--- src/rtl/lsu_pkg.sv ---
package lsu_pkg;

  localparam int LSU_DATA_W = 32;
  localparam int LSU_LANES  = LSU_DATA_W / 8;

  localparam logic [1:0] SZ_BYTE = 2'b00;
  localparam logic [1:0] SZ_HALF = 2'b01;
  localparam logic [1:0] SZ_WORD = 2'b10;

  typedef struct packed {
    logic [1:0] lo;
    logic [1:0] size;
    logic       uns;
    logic       bad;
  } ld_ctl_t;

  // physical lane holding the byte at low address bits lo
  function automatic logic [1:0] lane_of(input logic [1:0] lo, input logic big);
    return big ? ~lo : lo;
  endfunction

  function automatic logic is_misaligned(input logic [1:0] sz, input logic [1:0] lo);
    if (sz[1])      return lo != 2'b00;
    else if (sz[0]) return lo[0];
    else            return 1'b0;
  endfunction

  function automatic logic [LSU_LANES-1:0] store_mask(input logic [1:0] sz,
                                                      input logic [1:0] lo,
                                                      input logic big);
    logic [LSU_LANES-1:0] m;
    if (sz[1])      m = 4'b1111;
    else if (sz[0]) m = (lo[1] ^ big) ? 4'b1100 : 4'b0011;
    else            m = 4'b0001 << lane_of(lo, big);
    return m;
  endfunction

  function automatic logic [LSU_DATA_W-1:0] pick_load(input logic [LSU_DATA_W-1:0] rd,
                                                      input ld_ctl_t ctl,
                                                      input logic big);
    logic [7:0]  b;
    logic [15:0] h;
    logic [1:0]  ln;
    ln = lane_of(ctl.lo, big);
    b  = rd[{ln, 3'b000} +: 8];
    h  = (ctl.lo[1] ^ big) ? rd[31:16] : rd[15:0];
    if (ctl.bad)        return '0;
    else if (ctl.size[1]) return rd;
    else if (ctl.size[0]) return ctl.uns ? {16'h0000, h} : {{16{h[15]}}, h};
    else                  return ctl.uns ? {24'h000000, b} : {{24{b[7]}}, b};
  endfunction

endpackage

--- src/rtl/lsu_addr_gen.sv ---
module lsu_addr_gen #(
  parameter int ADDR_W = 32,
  parameter int OFS_W  = 16
) (
  input  logic              req_valid,
  input  logic [1:0]        req_size,
  input  logic [ADDR_W-1:0] base_addr,
  input  logic [OFS_W-1:0]  addr_ofs,
  output logic [ADDR_W-1:0] eff_addr,
  output logic              bad_align
);
  import lsu_pkg::*;

  localparam int EXT_W = ADDR_W - OFS_W;

  logic [ADDR_W-1:0] ofs_ext;

  assign ofs_ext   = {{EXT_W{addr_ofs[OFS_W-1]}}, addr_ofs};
  assign eff_addr  = base_addr + ofs_ext;
  assign bad_align = req_valid && is_misaligned(req_size, eff_addr[1:0]);

endmodule

--- src/rtl/lsu_store_lane.sv ---
module lsu_store_lane #(
  parameter bit BIG_ENDIAN = 1'b0
) (
  input  logic                                 clk,
  input  logic                                 rst_n,
  input  logic                                 req_valid,
  input  logic                                 req_store,
  input  logic [1:0]                           req_size,
  input  logic [1:0]                           addr_lo,
  input  logic                                 bad_align,
  input  logic [lsu_pkg::LSU_DATA_W-1:0]       store_src,
  output logic                                 mem_we,
  output logic [lsu_pkg::LSU_LANES-1:0]        mem_be,
  output logic [lsu_pkg::LSU_DATA_W-1:0]       mem_wdata
);
  import lsu_pkg::*;

  logic write_go;

  assign write_go = req_valid && req_store && !bad_align;
  assign mem_we   = write_go;
  assign mem_be   = write_go ? store_mask(req_size, addr_lo, BIG_ENDIAN) : '0;

  for (genvar g = 0; g < LSU_LANES; g++) begin : g_lane
    always_comb begin
      if (req_size[1])      mem_wdata[8*g +: 8] = store_src[8*g +: 8];
      else if (req_size[0]) mem_wdata[8*g +: 8] = store_src[8*(g%2) +: 8];
      else                  mem_wdata[8*g +: 8] = store_src[7:0];
    end
  end

  AST_NO_WRITE_ON_BAD: assert property (@(posedge clk) disable iff (!rst_n)
    bad_align |-> (mem_be == '0 && !mem_we));

  AST_IDLE_NO_ENABLE: assert property (@(posedge clk) disable iff (!rst_n)
    !(req_valid && req_store) |-> (mem_be == '0 && !mem_we));

  AST_BYTE_ONE_LANE: assert property (@(posedge clk) disable iff (!rst_n)
    (mem_we && req_size == SZ_BYTE) |-> $countones(mem_be) == 1);

  AST_HALF_TWO_LANES: assert property (@(posedge clk) disable iff (!rst_n)
    (mem_we && req_size == SZ_HALF) |-> (mem_be == 4'b0011 || mem_be == 4'b1100));

endmodule

--- src/rtl/lsu_load_extract.sv ---
module lsu_load_extract #(
  parameter bit BIG_ENDIAN = 1'b0
) (
  input  logic                           clk,
  input  logic                           rst_n,
  input  logic                           req_valid,
  input  logic                           req_store,
  input  logic [1:0]                     req_size,
  input  logic                           req_unsigned,
  input  logic [1:0]                     addr_lo,
  input  logic                           bad_align,
  input  logic [lsu_pkg::LSU_DATA_W-1:0] rdata_in,
  output logic [lsu_pkg::LSU_DATA_W-1:0] load_data
);
  import lsu_pkg::*;

  ld_ctl_t ctl_q;
  logic    load_req;

  assign load_req = req_valid && !req_store;

  always_ff @(posedge clk or negedge rst_n) begin
    if (!rst_n) begin
      ctl_q <= '{lo: 2'b00, size: SZ_WORD, uns: 1'b0, bad: 1'b0};
    end else if (load_req) begin
      ctl_q <= '{lo: addr_lo, size: req_size, uns: req_unsigned, bad: bad_align};
    end
  end

  assign load_data = pick_load(rdata_in, ctl_q, BIG_ENDIAN);

  AST_SEXT_BYTE: assert property (@(posedge clk) disable iff (!rst_n)
    (load_req && !bad_align && req_size == SZ_BYTE && !req_unsigned)
      |=> load_data[31:8] == {24{load_data[7]}});

  AST_SEXT_HALF: assert property (@(posedge clk) disable iff (!rst_n)
    (load_req && !bad_align && req_size == SZ_HALF && !req_unsigned)
      |=> load_data[31:16] == {16{load_data[15]}});

  AST_ZEXT_BYTE: assert property (@(posedge clk) disable iff (!rst_n)
    (load_req && req_size == SZ_BYTE && req_unsigned) |=> load_data[31:8] == '0);

  AST_ZEXT_HALF: assert property (@(posedge clk) disable iff (!rst_n)
    (load_req && req_size == SZ_HALF && req_unsigned) |=> load_data[31:16] == '0);

  AST_BAD_LOAD_ZERO: assert property (@(posedge clk) disable iff (!rst_n)
    (load_req && bad_align) |=> load_data == '0);

  AST_WORD_PASS: assert property (@(posedge clk) disable iff (!rst_n)
    (load_req && !bad_align && req_size[1]) |=> load_data == rdata_in);

endmodule

--- src/rtl/lsu_aligner.sv ---
module lsu_aligner #(
  parameter int ADDR_W     = 32,
  parameter int OFS_W      = 16,
  parameter bit BIG_ENDIAN = 1'b0
) (
  input  logic              clk,
  input  logic              rst_n,
  input  logic              req_valid,
  input  logic              req_store,
  input  logic [1:0]        req_size,
  input  logic              req_unsigned,
  input  logic [ADDR_W-1:0] base_addr,
  input  logic [OFS_W-1:0]  addr_ofs,
  input  logic [31:0]       store_src,
  output logic [ADDR_W-1:0] mem_addr,
  output logic              mem_we,
  output logic [3:0]        mem_be,
  output logic [31:0]       mem_wdata,
  output logic              misaligned,
  input  logic [31:0]       rdata_in,
  output logic [31:0]       load_data
);

  logic [ADDR_W-1:0] eff_addr;
  logic              bad_align;
  logic [1:0]        addr_lo;

  assign addr_lo    = eff_addr[1:0];
  assign mem_addr   = eff_addr;
  assign misaligned = bad_align;

  lsu_addr_gen #(.ADDR_W(ADDR_W), .OFS_W(OFS_W)) u_addr (
    .req_valid (req_valid),
    .req_size  (req_size),
    .base_addr (base_addr),
    .addr_ofs  (addr_ofs),
    .eff_addr  (eff_addr),
    .bad_align (bad_align)
  );

  lsu_store_lane #(.BIG_ENDIAN(BIG_ENDIAN)) u_store (
    .clk       (clk),
    .rst_n     (rst_n),
    .req_valid (req_valid),
    .req_store (req_store),
    .req_size  (req_size),
    .addr_lo   (addr_lo),
    .bad_align (bad_align),
    .store_src (store_src),
    .mem_we    (mem_we),
    .mem_be    (mem_be),
    .mem_wdata (mem_wdata)
  );

  lsu_load_extract #(.BIG_ENDIAN(BIG_ENDIAN)) u_load (
    .clk          (clk),
    .rst_n        (rst_n),
    .req_valid    (req_valid),
    .req_store    (req_store),
    .req_size     (req_size),
    .req_unsigned (req_unsigned),
    .addr_lo      (addr_lo),
    .bad_align    (bad_align),
    .rdata_in     (rdata_in),
    .load_data    (load_data)
  );

  AST_BYTE_NEVER_BAD: assert property (@(posedge clk) disable iff (!rst_n)
    (req_valid && req_size == 2'b00) |-> !misaligned);

endmodule

--- config.mk ---
export PLATFORM = sky130hd
export DESIGN_NAME = lsu_aligner
export DESIGN_NICKNAME = d
export VERILOG_FILES = /design/src/rtl/lsu_pkg.sv /design/src/rtl/lsu_addr_gen.sv /design/src/rtl/lsu_store_lane.sv /design/src/rtl/lsu_load_extract.sv /design/src/rtl/lsu_aligner.sv
export SDC_FILE = /design/constraint.sdc
export NUM_CORES = 1
export LEC_CHECK = 0
export BUFFER_PORTS_ARGS = -buffer_cell sky130_fd_sc_hd__buf_2
export CORE_MARGIN = 10
export CORE_UTILIZATION = 39
export DETAILED_ROUTE_END_ITERATION = 8
export GPL_ROUTABILITY_DRIVEN = 1
export GPL_TIMING_DRIVEN = 1
export HOLD_SLACK_MARGIN = 0.15
export PLACE_DENSITY = 0.75
export SLEW_MARGIN = 40
export SYNTH_ARGS = -nofsm -noshare
export SYNTH_HDL_FRONTEND = slang
export SYNTH_HIERARCHICAL = 1
export SYNTH_SLANG_ARGS = --single-unit
export TNS_END_PERCENT = 1
--- constraint.sdc ---
create_clock -name clk -period 3.3 [get_ports clk]
set_input_delay 0.33 -clock clk [delete_from_list [all_inputs] [get_ports clk]]
set_output_delay 0.33 -clock clk [all_outputs]
set_load 0.005 [all_outputs]
==> run_summary.xml, run 1 <==
<?xml version="1.0" encoding="UTF-8"?>
<metrics>
  <group name="timing">
    <metric name="worst-slew-pin-transition" unit="ns">0.693</metric>
    <metric name="timing.final.max_slew_violations" unit="">0</metric>
    <metric name="rsz0062_at_grt" unit="">no</metric>
    <metric name="final.min_clock_period" unit="ns">3.07</metric>
    <metric name="final.period_utilization" unit="">0.930</metric>
    <metric name="clock.fmax" unit="MHz">326</metric>
    <metric name="setup_tns" unit="ns">0</metric>
    <metric name="maxSlewHeadroom" unit="">0.538</metric>
    <metric name="skew" unit="ns">0</metric>
    <metric name="setup_viol" unit="">0</metric>
    <metric name="final_hold_vios" unit="">0</metric>
  </group>
  <group name="pwr">
    <metric name="max-vdd-ir-drop" unit="mV">0.109</metric>
    <metric name="power.static_leakage" unit="nW">2.39</metric>
    <metric name="power.density" unit="mW/mm2">288</metric>
  </group>
  <group name="cells_and_area">
    <metric name="area.sequential" unit="um2">153</metric>
    <metric name="top_register" unit="">u_load/ctl_q</metric>
    <metric name="n_fill_cell" unit="">813</metric>
    <metric name="finish.instance_area" unit="mm2">0.00449</metric>
    <metric name="area_growth_syn_to_layout" unit="%">33.3</metric>
    <metric name="multi_input_comb_area" unit="mm2">0.00296</metric>
    <metric name="nNetsFinal" unit="">799</metric>
    <metric name="layout_cell_share_with_drive_strength_beyond_1" unit="">0.420</metric>
    <metric name="largest_register_ff_count" unit="">6</metric>
    <metric name="largestRegisters" unit="">u_load/ctl_q x6</metric>
  </group>
  <group name="worst_setup_path">
    <metric name="cp.arrival" unit="ns">2.74</metric>
    <metric name="critPathTopFamily" unit="">compound AO/OA/AOI/OAI gates</metric>
    <metric name="max_incr_delay_on_cp" unit="ns">0.48</metric>
    <metric name="critical_path_cell_count" unit="">11</metric>
    <metric name="timing.critical_path.to_type" unit="">output port</metric>
    <metric name="worst-setup-path-type" unit="">in -&gt; out</metric>
    <metric name="reg2regPathDepth" unit="">2</metric>
    <metric name="worst_r2r_startpoint" unit="">u_load/ctl_q[0]$_DFFE_PN0P_</metric>
    <metric name="startpoint_type" unit="">input pin</metric>
    <metric name="path_cells" unit="">buf_2, ha_1, fa_1, a21o_1, a31o_2, nand3_1, a21oi_1, a2111oi_0, nor3_1, xor2_1, buf_2</metric>
    <metric name="worst_path_most_repeated_cell" unit="">buf_2</metric>
    <metric name="cp_data_required_time" unit="ns">2.97</metric>
    <metric name="largest_fanout_of_any_net_on_the_critical_path" unit="">4</metric>
    <metric name="cp_slowest_cell" unit="">a2111oi_0</metric>
    <metric name="startpoint" unit="">base_addr[0]</metric>
    <metric name="crit_path_buffers_inverters" unit="">2</metric>
  </group>
  <group name="synth">
    <metric name="synthArstFlopShare" unit="">1.00</metric>
    <metric name="yosysSeqAreaShare" unit="">0.0450</metric>
    <metric name="count_of_flip_flops_with_a_built_in_enable_after_synthesis" unit="">0</metric>
    <metric name="synth.yosys.warnings" unit="">6</metric>
    <metric name="synthesis.area" unit="mm2">0.00337</metric>
    <metric name="yosysMostFrequentCell" unit="">nand2_1</metric>
    <metric name="synth_seq_cells" unit="">6</metric>
    <metric name="avgSynthCellArea" unit="um2">7.47</metric>
    <metric name="post-synth-top-area-fraction" unit="">0.115</metric>
    <metric name="most_used_flip_flop_cell_after_synthesis" unit="">dfrtp_1</metric>
    <metric name="synth_commonest_cells" unit="">49 x nand2_1, 41 x a21oi_1, 31 x ha_1, 25 x mux2i_1</metric>
    <metric name="synth.area.top_cells" unit="">ha_1 12%, mux2i_1 7.4%, mux2_2 7.0%</metric>
    <metric name="synth_cells" unit="">451</metric>
    <metric name="yosysTopAreaCell" unit="">ha_1</metric>
    <metric name="yosys.cell_types.count" unit="">66</metric>
    <metric name="mappedNetlistNets" unit="">602</metric>
  </group>
  <group name="floorplan">
    <metric name="fp.dieH" unit="um">113</metric>
    <metric name="io-pin-count" unit="">221</metric>
    <metric name="die_area" unit="mm2">0.0127</metric>
    <metric name="placement_rows" unit="">33</metric>
    <metric name="floorplan.die.width" unit="um">113</metric>
    <metric name="initial_core_util" unit="">0.406</metric>
    <metric name="core" unit="mm2">0.00830</metric>
  </group>
  <group name="grt">
    <metric name="overflow" unit="">0</metric>
    <metric name="antenna_found_initial" unit="">1</metric>
    <metric name="grt_pass1_wl" unit="um">21600</metric>
    <metric name="first_global_vias" unit="">4190</metric>
    <metric name="grt_usage" unit="">0.196</metric>
    <metric name="grt_start_max_net_pins" unit="">45</metric>
  </group>
  <group name="placement">
    <metric name="dp.final_hpwl" unit="um">11700</metric>
    <metric name="placed_instance_area" unit="mm2">0.00443</metric>
    <metric name="gp_congestion" unit="">0.924</metric>
    <metric name="port-buffer-count" unit="">220</metric>
  </group>
  <group name="run">
    <metric name="max_capacitance_violation_count" unit="">0</metric>
  </group>
  <group name="drt">
    <metric name="routed_via_density" unit="">5.59</metric>
    <metric name="final_antenna_net_count" unit="">0</metric>
    <metric name="detailedRoute.firstPassIterationCount" unit="">5</metric>
    <metric name="postRouteWirelength" unit="um">13600</metric>
    <metric name="wl_per_cell" unit="um">18.1</metric>
    <metric name="drt_drc_violations_left" unit="">0</metric>
    <metric name="routed-via-count" unit="">4212</metric>
    <metric name="first_iter_violations" unit="">264</metric>
  </group>
  <group name="clocking">
    <metric name="cts_tree" unit="">built</metric>
    <metric name="h_tree_depth" unit="">1</metric>
    <metric name="cts-root-to-sink-buffers" unit="">2</metric>
    <metric name="clkSinkCount" unit="">6</metric>
    <metric name="cts.clk_slew.worst_paths" unit="ns">0.04</metric>
    <metric name="clock_tree.root_cell" unit="">clkbuf_8</metric>
    <metric name="worst_skew_pair.late_latency" unit="ns">0.22</metric>
    <metric name="numCtsBuffers" unit="">3</metric>
  </group>
  <group name="run_status">
    <metric name="outcome" unit="">complete, no violations</metric>
  </group>
  <group name="min_path">
    <metric name="worst_hold_path.num_cells" unit="">3</metric>
    <metric name="worstHoldStart" unit="">req_unsigned</metric>
    <metric name="hold_path_class" unit="">in -&gt; reg</metric>
  </group>
</metrics>
[where the power goes]
part | switching (mW) | internal [mW] | leakage, nW
clock network | 0.0318 | 0.0831 | 0.0228
registers | 0.0537 | 0.0875 | 0.0702
logic | 0.531 | 0.505 | 2.30
[worst paths after layout]
| kind | endpoint | slack, ns |
|---|---|---|
| setup / recovery | mem_addr[18] | 0.23 |
| hold / removal | u_load/ctl_q[1]$_DFFE_PN0P_ | 0.32 |
| setup reg to reg | u_load/ctl_q[0]$_DFFE_PN0P_ | 1.89 |
| hold reg to reg | u_load/ctl_q[1]$_DFFE_PN0P_ | 0.63 |
| max in group asynchronous | u_load/ctl_q[3]$_DFFE_PN1P_ | 2.58 |
| min in group asynchronous | u_load/ctl_q[1]$_DFFE_PN0P_ | 0.50 |
[timing repair]
| action | CTS | global route |
|---|---|---|
| setup endpoints to repair | 0 | 2 |
| hold buffers | 1 | 0 |
| hold endpoints to repair | 6 | 0 |
| gates resized for setup | 0 | 1 |
| buffers inserted | 0 | 0 |
[cell usage in the layout (no fill, tap or decap), drive strengths merged, types with 2 or more instances in the layout]
cell     instances
mux2            21
a21oi           42
mux2i           25
nor2b           16
nand2           49
clkbuf           5
o21bai           6
nand3           10
o211ai           3
a22oi            2
o221ai           2
nand3b           2
dfrtp            5
o221a            7
or2              4
nor3             5
nor3b            2
o311ai           2
nand4            6
a211oi           2
a2111o           8
a221oi           2
nand2b           4
and2             2
nor2            22
a2111oi          2
a31oi           21
a211o            2
buf            224
ha              31
inv             11
o21ai           27
xnor2           13
nor4bb           7
xor2            15
and3             4
a21o            20
[stage by stage]
step	util	setup WS, ns	std cells	power (mW)	hold WS [ns]
final	0.541	0.232	753	1.29	0.321
after global routing	0.541	0.0614	753	1.42	0.360
after CTS	0.540	0.217	752	1.30	0.318
after detailed placement	0.533	0.233	747	1.18	0.156
after global placement	0.533	0.235	747	1.17	0.154
after floorplan	-	0.703	451	0.770	0.0344
[per-layer routing]
metal / track usage / wire (um) / vias to the layer above
met5: 0 / 0 / -
met4: 0.0575 / 337 / 0
met3: 0.0528 / 1190 / 24
met2: 0.349 / 6600 / 194
met1: 0.224 / 5510 / 1901
li1: - / - / 2093
[area by class of cell]
cell class / instances / area share
Antenna cell: 1 / 0.000558
Multi-Input combinational cell: 399 / 0.660
Timing Repair Buffer: 226 / 0.257
Clock buffer: 4 / 0.0100
Sequential cell: 6 / 0.0340
Inverter: 12 / 0.0100
Tap cell: 105 / 0.0293
[kinds of logic (layout without fill, tap and decap cells)]
logic type,count (synthesis),count (layout),synth area share
other,0,1,0
DFF,6,6,0.0450
AOI/OAI and AO/OA,157,157,0.330
muxes,46,46,0.145
xor gates and xnor gates,28,28,0.0728
adders and majority gates,32,32,0.121
and+or+nand+nor,136,136,0.210
buffers and inverters,46,242,0.0762
[tightest hold or removal path, delay by kind of cell]
kind | cells | cell delay [ns]
simple gates | 1 | 0.03
compound gates | 1 | 0.06
buf+inv | 1 | 0.08
(Power assumes the default switching activity.)
==> run 2, diff against run 1 <==
--- a/config.mk
+++ b/config.mk
@@ -6,6 +6,7 @@
 export NUM_CORES = 1
 export LEC_CHECK = 0
 export BUFFER_PORTS_ARGS = -buffer_cell sky130_fd_sc_hd__buf_2
+export CORE_ASPECT_RATIO = 0.75
 export CORE_MARGIN = 10
 export CORE_UTILIZATION = 39
 export DETAILED_ROUTE_END_ITERATION = 8
==> constraint.sdc (replaced) <==
create_clock -name clk -period 3.57 [get_ports clk]
set_input_delay 0.357 -clock clk [delete_from_list [all_inputs] [get_ports clk]]
set_output_delay 0.357 -clock clk [all_outputs]
set_load 0.005 [all_outputs]
==> run_summary.xml, run 2 (synthesis results as in run 1) <==
<?xml version="1.0" encoding="UTF-8"?>
<metrics>
  <group name="timing">
    <metric name="worst-slew-pin-transition" unit="ns">0.716</metric>
    <metric name="final.min_clock_period" unit="ns">3.24</metric>
    <metric name="final_hold_vios" unit="">0</metric>
    <metric name="setup_tns" unit="ns">0</metric>
    <metric name="final.period_utilization" unit="">0.908</metric>
    <metric name="clock.fmax" unit="MHz">308</metric>
    <metric name="setup_viol" unit="">0</metric>
    <metric name="timing.final.max_slew_violations" unit="">0</metric>
    <metric name="rsz0062_at_grt" unit="">no</metric>
    <metric name="skew" unit="ns">0</metric>
    <metric name="maxSlewHeadroom" unit="">0.523</metric>
  </group>
  <group name="placement">
    <metric name="dp.final_hpwl" unit="um">11400</metric>
    <metric name="port-buffer-count" unit="">220</metric>
    <metric name="placed_instance_area" unit="mm2">0.00440</metric>
    <metric name="gp_congestion" unit="">0.916</metric>
  </group>
  <group name="pwr">
    <metric name="max-vdd-ir-drop" unit="mV">0.195</metric>
    <metric name="power.static_leakage" unit="nW">2.38</metric>
    <metric name="design_power_total" unit="mW">1.28</metric>
    <metric name="power.density" unit="mW/mm2">284</metric>
  </group>
  <group name="drt">
    <metric name="drt_drc_violations_left" unit="">0</metric>
    <metric name="wl_per_cell" unit="um">18.0</metric>
    <metric name="routed_via_density" unit="">5.66</metric>
    <metric name="detailedRoute.firstPassIterationCount" unit="">5</metric>
    <metric name="routed-via-count" unit="">4253</metric>
    <metric name="first_iter_violations" unit="">322</metric>
    <metric name="final_antenna_net_count" unit="">0</metric>
    <metric name="postRouteWirelength" unit="um">13500</metric>
  </group>
  <group name="cells_and_area">
    <metric name="largestRegisters" unit="">u_load/ctl_q x6</metric>
    <metric name="multi_input_comb_area" unit="mm2">0.00296</metric>
    <metric name="layout_cell_share_with_drive_strength_beyond_1" unit="">0.417</metric>
    <metric name="mostFrequentLayoutCell" unit="">buf_2</metric>
    <metric name="area.sequential" unit="um2">153</metric>
    <metric name="finish.instance_area" unit="mm2">0.00449</metric>
    <metric name="nNetsFinal" unit="">795</metric>
    <metric name="largest_register_ff_count" unit="">6</metric>
    <metric name="antenna_cells" unit="">0</metric>
    <metric name="layout_common_cells" unit="">220 x buf_2, 49 x nand2_1, 41 x a21oi_1</metric>
    <metric name="top_register" unit="">u_load/ctl_q</metric>
    <metric name="n_fill_cell" unit="">823</metric>
    <metric name="area_growth_syn_to_layout" unit="%">33.3</metric>
  </group>
  <group name="clocking">
    <metric name="cts.clk_slew.worst_paths" unit="ns">0.03</metric>
    <metric name="cts-root-to-sink-buffers" unit="">2</metric>
    <metric name="h_tree_depth" unit="">1</metric>
    <metric name="clkSinkCount" unit="">6</metric>
    <metric name="numCtsBuffers" unit="">3</metric>
    <metric name="clock_tree.root_cell" unit="">clkbuf_16</metric>
    <metric name="post_cts_repair_setup_buffers" unit="">0</metric>
    <metric name="worst_skew_pair.late_latency" unit="ns">0.22</metric>
    <metric name="cts_tree" unit="">built</metric>
  </group>
  <group name="floorplan">
    <metric name="initial_core_util" unit="">0.400</metric>
    <metric name="floorplan.die.width" unit="um">127</metric>
    <metric name="core" unit="mm2">0.00842</metric>
    <metric name="fp.dieH" unit="um">100</metric>
    <metric name="placement_rows" unit="">29</metric>
    <metric name="die_area" unit="mm2">0.0128</metric>
    <metric name="io-pin-count" unit="">221</metric>
  </group>
  <group name="worst_setup_path">
    <metric name="worst_path_most_repeated_cell" unit="">buf_2</metric>
    <metric name="reg2regPathDepth" unit="">2</metric>
    <metric name="startpoint" unit="">addr_ofs[15]</metric>
    <metric name="path_cells" unit="">buf_2, ha_1, a21o_1, a211o_1, o311ai_1, o221ai_1, nor3b_1, a21oi_1, o311ai_0, buf_2</metric>
    <metric name="max_incr_delay_on_cp" unit="ns">0.39</metric>
    <metric name="timing.critical_path.to_type" unit="">output port</metric>
    <metric name="worst-setup-path-type" unit="">in -&gt; out</metric>
    <metric name="cp.arrival" unit="ns">2.89</metric>
    <metric name="worst_r2r_startpoint" unit="">u_load/ctl_q[0]$_DFFE_PN0P_</metric>
    <metric name="largest_fanout_of_any_net_on_the_critical_path" unit="">17</metric>
    <metric name="cp_slowest_cell" unit="">ha_1</metric>
    <metric name="cp_data_required_time" unit="ns">3.21</metric>
    <metric name="startpoint_type" unit="">input pin</metric>
  </group>
  <group name="grt">
    <metric name="antenna_found_initial" unit="">0</metric>
    <metric name="overflow" unit="">0</metric>
    <metric name="first_global_vias" unit="">4203</metric>
    <metric name="grt_pass1_wl" unit="um">21400</metric>
    <metric name="grt_start_max_net_pins" unit="">45</metric>
    <metric name="grt_usage" unit="">0.192</metric>
  </group>
  <group name="min_path">
    <metric name="worst_hold_path.num_cells" unit="">3</metric>
    <metric name="worstHoldStart" unit="">req_unsigned</metric>
    <metric name="hold_path_class" unit="">in -&gt; reg</metric>
  </group>
  <group name="run">
    <metric name="max_capacitance_violation_count" unit="">0</metric>
  </group>
  <group name="run_status">
    <metric name="outcome" unit="">complete, no violations</metric>
  </group>
</metrics>
[run 2: timing repair]
| action | in CTS | in global routing |
|---|---|---|
| endpoints found under the setup margin | 0 | 0 |
| resized for setup | 0 | 0 |
| hold endpoints to repair | 6 | 0 |
| hold buffers | 1 | 0 |
[run 2: power breakdown]
group / internal (mW) / leakage (nW) / switching [mW]
clock: 0.148 / 0.0382 / 0.0350
sequential: 0.0809 / 0.0702 / 0.0533
combinational: 0.462 / 2.28 / 0.498
total: 0.691 / 2.38 / 0.586
[run 2: layer usage]
| layer | track usage | wire length, um | up-vias |
|---|---|---|---|
| met3 | 0.0368 | 1010 | 16 |
| met1 | 0.248 | 5910 | 1942 |
| met4 | 0.0393 | 176 | 0 |
| met5 | 0 | 0 | - |
| li1 | - | - | 2090 |
| met2 | 0.325 | 6420 | 205 |
[run 2: worst max-delay path, delay by kind of cell]
kind	cells	cell delay, ns
AO/OA/AOI/OAI	6	1.39
buffers and inverters	2	0.49
adder cells (fa/ha/maj)	1	0.39
AND/OR/NAND/NOR	1	0.26
[run 2: worst paths after layout]
check / to / slack [ns]
max: mem_addr[30] / 0.33
min in group asynchronous: u_load/ctl_q[1]$_DFFE_PN0P_ / 0.50
max reg2reg: u_load/ctl_q[0]$_DFFE_PN0P_ / 2.11
min: u_load/ctl_q[1]$_DFFE_PN0P_ / 0.35
max in group asynchronous: u_load/ctl_q[3]$_DFFE_PN1P_ / 2.85
min reg2reg: u_load/ctl_q[1]$_DFFE_PN0P_ / 0.63
[run 2: final cells by class]
type / count / area share
clock buffers: 4 / 0.0176
inverters: 12 / 0.0100
multi-input cells: 399 / 0.659
flip-flops and latches: 6 / 0.0340
well taps: 108 / 0.0301
repair buffers: 222 / 0.249
[run 2: through the flow]
step | worst slack (ns) | instances | util | hold slack, ns
finish | 0.327 | 751 | 0.533 | 0.346
global route | 0.159 | 751 | 0.533 | 0.368
detailed placement | 0.378 | 746 | 0.523 | 0.183
CTS | 0.374 | 751 | 0.533 | 0.344
floorplan | 0.919 | 451 | - | 0.0614
global placement | 0.483 | 746 | 0.523 | 0.181
